`src/rtl/frac_brg_pkg.sv`:
```
package frac_brg_pkg;

    // Oversampling select; the spare code repeats the 4x setting.
    typedef enum logic [1:0] {
        RM_X16    = 2'b00,
        RM_X8     = 2'b01,
        RM_X4     = 2'b10,
        RM_X4_ALT = 2'b11
    } rate_mode_e;

    localparam int OS_W = 4;

    function automatic logic [OS_W-1:0] os_last(rate_mode_e m);
        case (m)
            RM_X16:  return OS_W'(15);
            RM_X8:   return OS_W'(7);
            default: return OS_W'(3);
        endcase
    endfunction

endpackage

```
`src/rtl/brg_cfg_shadow.sv`:
```
module brg_cfg_shadow
    import frac_brg_pkg::*;
#(
    parameter int INT_W  = 16,
    parameter int FRAC_W = 4,
    localparam int BYTE_W = INT_W / 2
) (
    input  logic              clk,
    input  logic              load,
    input  logic [BYTE_W-1:0] div_hi,
    input  logic [BYTE_W-1:0] div_lo,
    input  logic [FRAC_W-1:0] frac_in,
    input  rate_mode_e        mode_in,
    output logic [INT_W-1:0]  div_act,
    output logic [FRAC_W-1:0] frac_act,
    output rate_mode_e        mode_act
);

    typedef struct packed {
        logic [INT_W-1:0]  div;
        logic [FRAC_W-1:0] frac;
        rate_mode_e        mode;
    } cfg_t;

    cfg_t              cfg_d, cfg_q;
    logic [BYTE_W-1:0] lo_fixed;

    always_comb begin
        // a zero low byte is never used as a divisor
        lo_fixed = (div_lo == '0) ? BYTE_W'(1) : div_lo;
        cfg_d    = cfg_q;
        if (load) begin
            cfg_d.div  = {div_hi, lo_fixed};
            cfg_d.frac = frac_in;
            cfg_d.mode = mode_in;
        end
    end

    always_ff @(posedge clk) begin
        cfg_q <= cfg_d;
    end

    assign div_act  = cfg_q.div;
    assign frac_act = cfg_q.frac;
    assign mode_act = cfg_q.mode;

endmodule

```
`src/rtl/brg_period_gen.sv`:
```
module brg_period_gen #(
    parameter int INT_W  = 16,
    parameter int FRAC_W = 4,
    localparam int CNT_W = INT_W + 1
) (
    input  logic              clk,
    input  logic              srst,
    input  logic              en,
    input  logic [INT_W-1:0]  div_act,
    input  logic [FRAC_W-1:0] frac_act,
    output logic              period_end,
    output logic              tick
);

    typedef struct packed {
        logic [CNT_W-1:0]  cnt;
        logic [FRAC_W-1:0] acc;
        logic              tick;
    } st_t;

    st_t              st_d, st_q;
    logic [FRAC_W:0]  acc_sum;
    logic [CNT_W-1:0] period_len;
    logic [CNT_W-1:0] last_cnt;

    always_comb begin
        // the carry out of the phase add stretches this period by one cycle
        acc_sum    = {1'b0, st_q.acc} + {1'b0, frac_act};
        period_len = {1'b0, div_act} + {{INT_W{1'b0}}, acc_sum[FRAC_W]};
        last_cnt   = period_len - CNT_W'(1);
        period_end = en && !srst && (st_q.cnt == last_cnt);

        st_d      = st_q;
        st_d.tick = period_end;
        if (srst || !en) begin
            st_d = '0;
        end else if (period_end) begin
            st_d.cnt = '0;
            st_d.acc = acc_sum[FRAC_W-1:0];
        end else begin
            st_d.cnt = st_q.cnt + CNT_W'(1);
        end
    end

    always_ff @(posedge clk) begin
        st_q <= st_d;
    end

    assign tick = st_q.tick;

endmodule

```
`src/rtl/brg_os_div.sv`:
```
module brg_os_div
    import frac_brg_pkg::*;
(
    input  logic       clk,
    input  logic       srst,
    input  logic       en,
    input  logic       period_end,
    input  rate_mode_e mode_act,
    output logic       strobe
);

    typedef struct packed {
        logic [OS_W-1:0] os;
        logic            strobe;
    } st_t;

    st_t             st_d, st_q;
    logic [OS_W-1:0] last_q;

    always_comb begin
        last_q      = os_last(mode_act);
        st_d        = st_q;
        st_d.strobe = 1'b0;
        if (srst || !en) begin
            st_d = '0;
        end else if (period_end) begin
            // ">=" lets a switch to a shorter ratio wrap on the next tick
            if (st_q.os >= last_q) begin
                st_d.os     = '0;
                st_d.strobe = 1'b1;
            end else begin
                st_d.os = st_q.os + OS_W'(1);
            end
        end
    end

    always_ff @(posedge clk) begin
        st_q <= st_d;
    end

    assign strobe = st_q.strobe;

endmodule

```
`src/rtl/frac_baud_gen.sv`:
```
module frac_baud_gen
    import frac_brg_pkg::*;
#(
    parameter int INT_W  = 16,
    parameter int FRAC_W = 4,
    localparam int BYTE_W = INT_W / 2
) (
    input  logic              clk,
    input  logic              srst,
    input  logic              en,
    input  logic [BYTE_W-1:0] div_hi,
    input  logic [BYTE_W-1:0] div_lo,
    input  logic [FRAC_W-1:0] frac,
    input  logic [1:0]        rate_mode,
    output logic              sample_tick,
    output logic              bit_strobe
);

    logic              period_end;
    logic              cfg_load;
    logic [INT_W-1:0]  div_act;
    logic [FRAC_W-1:0] frac_act;
    rate_mode_e        mode_in;
    rate_mode_e        mode_act;

    assign mode_in  = rate_mode_e'(rate_mode);
    // settings track the inputs while idle and re-latch on each tick boundary
    assign cfg_load = srst || !en || period_end;

    brg_cfg_shadow #(
        .INT_W (INT_W),
        .FRAC_W(FRAC_W)
    ) u_cfg (
        .clk     (clk),
        .load    (cfg_load),
        .div_hi  (div_hi),
        .div_lo  (div_lo),
        .frac_in (frac),
        .mode_in (mode_in),
        .div_act (div_act),
        .frac_act(frac_act),
        .mode_act(mode_act)
    );

    brg_period_gen #(
        .INT_W (INT_W),
        .FRAC_W(FRAC_W)
    ) u_period (
        .clk       (clk),
        .srst      (srst),
        .en        (en),
        .div_act   (div_act),
        .frac_act  (frac_act),
        .period_end(period_end),
        .tick      (sample_tick)
    );

    brg_os_div u_os (
        .clk       (clk),
        .srst      (srst),
        .en        (en),
        .period_end(period_end),
        .mode_act  (mode_act),
        .strobe    (bit_strobe)
    );

endmodule

```
`config.mk`:
```
export PLATFORM = sky130hd
export DESIGN_NAME = frac_baud_gen
export DESIGN_NICKNAME = d
export VERILOG_FILES = /design/src/rtl/frac_brg_pkg.sv /design/src/rtl/brg_cfg_shadow.sv /design/src/rtl/brg_period_gen.sv /design/src/rtl/brg_os_div.sv /design/src/rtl/frac_baud_gen.sv
export SDC_FILE = /design/constraint.sdc
export NUM_CORES = 1
export LEC_CHECK = 0
export ABC_AREA = 1
export BUFFER_PORTS_ARGS = -buffer_cell sky130_fd_sc_hd__buf_2
export CORE_MARGIN = 10
export CORE_UTILIZATION = 30
export CTS_BUF_LIST = sky130_fd_sc_hd__clkbuf_8
export DETAILED_ROUTE_END_ITERATION = 8
export SYNTH_ARGS = -nofsm -noshare
export SYNTH_HDL_FRONTEND = slang
export SYNTH_SLANG_ARGS = --single-unit
```
`constraint.sdc`:
```
create_clock -name clk -period 3.85 [get_ports clk]
set_input_delay 0.77 -clock clk [delete_from_list [all_inputs] [get_ports clk]]
set_output_delay 0.77 -clock clk [all_outputs]
set_load 0.01 [all_outputs]
```
## Word level (Yosys, flattened, before mapping)

Cells that the tools add are included.

- $add $sub $neg: 5
- $mul: 0
- Divide/modulo/power cells: 0
- $lt $le $gt $ge: 1
- Equality and inequality tests: 2
- Shifts and indexed selects: 0
- Muxes and demuxes: 3
- Bitwise operators: 1
- Reductions and logical operators: 10

Operators with widths:

| cell | number |
|---|---|
| 16-bit by 1-bit adder with 17-bit output | 1 |
| 17-bit by 1-bit adder with 17-bit output (second input constant) | 1 |
| 17-bit == test | 1 |
| 17-bit by 1-bit subtractor with 17-bit output (second input constant) | 1 |
| 8-bit zero test | 1 |
| 4-bit case mux with 2 select lines | 1 |
| 4-bit by 4-bit adder with 5-bit output | 1 |
| 4-bit by 1-bit adder with 4-bit output (second input constant) | 1 |
| 4-bit greater-or-equal comparator | 1 |
| 4-bit two-way mux | 1 |
| 2-bit OR reduction | 2 |
| 2-bit by 1-bit == test with 1-bit output (second input constant) | 1 |
| 1-bit logical AND | 2 |
| 1-bit zero test | 2 |
| 2-bit zero test | 1 |
| 1-bit logical OR | 2 |
| 1-bit two-way mux | 1 |
| 1-bit NOT | 1 |

- Bits in registers: 49
- Latch bits: 0
- Memory bits (writable): 0
- Bits in read-only memories: 0
- Input bits: 25
- Output and inout port bits: 2
- Word-level logic and storage cells: 31
- Memories kept: 0

## Logic depth before layout (Yosys ltp)

- Depth in word-level cells: 7
- Mapped depth: 22

## By module

From an unflattened synthesis, not the netlist that was laid out.

- Cell total of the unflattened synthesis: 420
- Area total of the unflattened synthesis: 3120.5 um^2

Modules (own cells, without submodules):

| module | instances | cells each | area each (um^2) | seq. area each (um^2) |
|---|---|---|---|---|
| brg_period_gen | 1 | 347 | 2127.0 | 440.4 |
| brg_cfg_shadow | 1 | 37 | 718.2 | 660.6 |
| brg_os_div | 1 | 33 | 262.8 | 100.1 |
| frac_baud_gen | 1 | 3 | 12.5 | 0.0 |

## Least setup slack after synthesis

No wires, ideal clock.

- Kind: flip-flop to flip-flop
- Start: register u_cfg.cfg_q (netlist bit u_cfg.frac_act[0])
- End: register u_cfg.cfg_q (netlist bit u_cfg.div_act[0]) (enable)
- Library setup time: 305 ps
- Arrival: 2758 ps
- Data required time: 3545 ps
- Slack: 787 ps
- Cell stages (with the launch flop): 18
- Path buffers: 1
- Cell sequence: edfxtp_1 ha_1 inv_1 fa_1 or2_2 nand2_1 a21oi_1 ha_1 ha_1 xnor2_1 nor2_1 nand3_1 nor2_1 nand2_1 nor2_4 nand2_4 nand2_8 buf_12

- Longest elaborated chain between the ends: 6

RTL lines:

| item | line | text |
|---|---|---|
| from (decl) | brg_cfg_shadow.sv:25 | `cfg_t cfg_d, cfg_q;` |
| from (signal assigned) | brg_cfg_shadow.sv:40 | `cfg_q <= cfg_d;` |
| 4-bit by 4-bit adder with 5-bit output | brg_period_gen.sv:28 | `acc_sum = {1'b0, st_q.acc} + {1'b0, frac_act};` |
| 16-bit by 1-bit adder with 17-bit output | brg_period_gen.sv:29 | `period_len = {1'b0, div_act} + {{INT_W{1'b0}}, acc_sum[FRAC_W]};` |
| 17-bit by 1-bit subtractor with 17-bit output | brg_period_gen.sv:30 | `last_cnt = period_len - CNT_W'(1);` |
| 17-bit == test | brg_period_gen.sv:31 | `period_end = en && !srst && (st_q.cnt == last_cnt);` |
| 1-bit logical AND | brg_period_gen.sv:31 |  |
| 1-bit logical OR | frac_baud_gen.sv:28 | `assign cfg_load = srst \|\| !en \|\| period_end;` |
| via cfg_load | frac_baud_gen.sv:20 | `logic cfg_load;` |

The timed path passes the listed nets, and every way through them passes these cells.
A chain may end at the register's enable or synchronous reset.

## Worst setup path after layout

- Start: register u_period.st_q[1] in the netlist's numbering
- End: register u_cfg.cfg_q (netlist bit u_cfg.mode_act[0]) (enable)

- Longest elaborated chain between the ends: 6

RTL lines:

| item | line | text |
|---|---|---|
| from (decl) | brg_period_gen.sv:21 | `st_t st_d, st_q;` |
| from (signal assigned) | brg_period_gen.sv:46 | `st_q <= st_d;` |
| 4-bit by 4-bit adder with 5-bit output | brg_period_gen.sv:28 |  |
| 16-bit by 1-bit adder with 17-bit output | brg_period_gen.sv:29 |  |
| 17-bit by 1-bit subtractor with 17-bit output | brg_period_gen.sv:30 |  |
| 17-bit == test | brg_period_gen.sv:31 |  |
| 1-bit logical AND | brg_period_gen.sv:31 |  |
| 1-bit logical OR | frac_baud_gen.sv:28 |  |

No other way between the ends.

==> qor.txt <==
Setup crit end kind = register
final count of hold timing violations = 0
DR WL/cell = 11.2 um
Ys Warns = 0
Area after DPL = 3010 um^2
1st-iter DRT viols = 92
Final Wtd Congestion = 0.791
Reg clk slew, reported paths = 80 ps
fin. max-slew vios = 0
CP arrival = 3280 ps
most frequent cells in the layout = nand2_1, inv_1, nor2_1, dfxtp_1, buf_2
Hold Startpoint = u_period.st_q[4]
Slew Limit Headroom = 77.7%
FFs w/ async S/R, synth = 0%
Post-synth EDFFs = 22
filler instances = 933
Tcrit/Tclk final = 85.8%
power per cell area = 306 nW/um^2
kind of critical path = reg -> reg
RR Startpoint = u_period.st_q[1]
post-CTS sizing = 0
clock skew = 8.12 ps
reg-to-reg setup timing slack = 550 ps
Seq/Total Area, Yosys = 43.1%
DRC = 0
post-synth top area share = 23.7%
commonest non-fill, non-tap cell in the layout = nand2_1
Die Span X = 116 um
max cap viols = 0
dpl hpwl = 4250 um
CTS root buf = clkbuf_8
IO Port Bufs = 26
total power draw = 944 uW
peak supply drop = 160 uV
Worst R2R End = u_cfg.mode_act[0]
ant diodes = 0
RSZ-0062 raised after global routing = no
worst-path maximum fanout = 40
Post-DRT Antenna Nets = 0
Net Count, Synth = 385
clk sinks = 49
vias = 2189
r2r worst-path depth = 17
Setup-failing EPs final = 0
share of cells above drive strength 1 = 13.4%
Peak Freq = 0.303 GHz
Yosys cell types = 31
initial antenna violation count = 0
Least-Margin Pin Slew = 332 ps
post-route cell area = 3090 um^2
TritonCTS Buffers = 5
CTS tree = yes
WHS Endpoint = u_period.st_q[4]
Top-Level Pins = 27
postcts setup bufs = 0
Die Y = 116 um
largest net degree at the start of global routing = 41
dpl ws = 517 ps
die area = 13500 um^2
initial core utilization = 30.5%
synthesized cell area = 2790 um^2
hold path depth = 2
final WL = 5400 um
final setup margin = 547 ps
number of global-route vias before repair = 2134
Synth Flop Type = dfxtp_1
worst path required time = 3830 ps
Site Rows = 35
Clk Latency, worst-skew pair = 300 ps
vias per cell = 4.52
DRT Pass-1 Iters = 4
clock tree buffer depth = 2
static leakage = 0.00132 uW
first-pass GRT wire length = 9310 um
cells after synthesis = 349
Area Overhead vs Synth = 10.7%
Setup crit start kind = register
status = completed
Hold Buf Count CTS = 0
Final #Nets = 408
Yosys reg bits = 49
GRT overflow = 0
H-tree depth = 2
setup_tns = 0 ps
HP Class = reg -> reg
syn avg cell area = 7.99 um^2
post-synth top area cell = edfxtp_1
GRT Total Usage = 8.33%
top post-synthesis cells by area = edfxtp_1, dfxtp_1, nand2_1
Tmin final = 3300 ps
core area = 9150 um^2
Worst Setup SP = u_period.st_q[1]
how the worst max path moves through the flow:
stage | end | cells past startpoint
after floorplan | u_cfg.div_act[0] | 17
after global placement | u_cfg.div_act[9] | 17
after detailed placement | u_cfg.div_act[8] | 17
after CTS | u_cfg.frac_act[0] | 17
after global routing | u_cfg.frac_act[1] | 19
final | u_cfg.mode_act[0] | 17
area by class of cell:
type	instances	area, um^2	share of cell area [%]
Clock buffer	5	68.8	2.23
Clock inverter	3	11.3	0.365
Inverter	49	184	5.96
Multi-Input combinational cell	240	1350	43.6
Sequential cell	49	1200	38.9
Tap cell	111	139	4.50
Timing Repair Buffer	27	138	4.46
synth_stat cells (8+ instances only):
| master | count |
|---|---|
| xnor2_1 | 10 |
| o21ai_0 | 8 |
| ha_1 | 10 |
| edfxtp_1 | 22 |
| nor2_1 | 46 |
| xor2_1 | 15 |
| inv_1 | 49 |
| nand3_1 | 25 |
| nor3_1 | 8 |
| clkbuf_1 | 10 |
| nand2_1 | 75 |
| dfxtp_1 | 27 |
per-stage QoR:
stage,cells,hold WS (ps),utilization [%]
6_report,484,478,33.7
2_1_floorplan,349,440,-
3_5_place_dp,476,469,32.9
4_1_cts,484,491,33.7
3_3_place_gp,476,461,32.9
5_1_grt,484,515,33.7
critical path, stage by stage, from the launching register on:
cell and delay [ps]:
dfxtp_1 340, ha_1 170, inv_1 60, fa_1 380, or2_2 320, nand2_1 60, a21oi_1 60, ha_1 200
ha_1 250, nand2_2 150, nand2_1 80, nand3_1 70, nand3_1 60, nor2_1 90, nand2_1 90, nor2_4 210
nand2_4 110, nand2_8 240
state kept, by name, indices dropped and copies added, names as in the netlist:
signal / count
u_cfg.mode_act: 2
u_os.strobe: 1
u_period.st_q: 21
u_cfg.div_act: 16
u_os.st_q: 4
u_cfg.frac_act: 4
u_period.tick: 1
report_power, final:
group	switching (uW)	total, uW	internal, uW
combinational	50.1	85.0	34.9
sequential	15.3	577	562
clock	160	282	122
total	226	944	719
per-layer routing:
layer / track usage [%] / share of wire, %
met1: 10.9 / 52
met2: 13.2 / 44
met3: 2.11 / 3.1
met4: 2.59 / 1.2
met5: 0 / 0
cells by family after synthesis:
| group | Yosys count | synth area share [%] |
|---|---|---|
| and+or+nand+nor | 184 | 31.1 |
| buffers and inverters | 60 | 8.66 |
| DFF | 49 | 43.1 |
| xor gates and xnor gates | 25 | 7.85 |
| AOI/OAI and AO/OA | 20 | 4.04 |
| adders and majority gates | 11 | 5.21 |
Power figures use the tool's default switching activity.
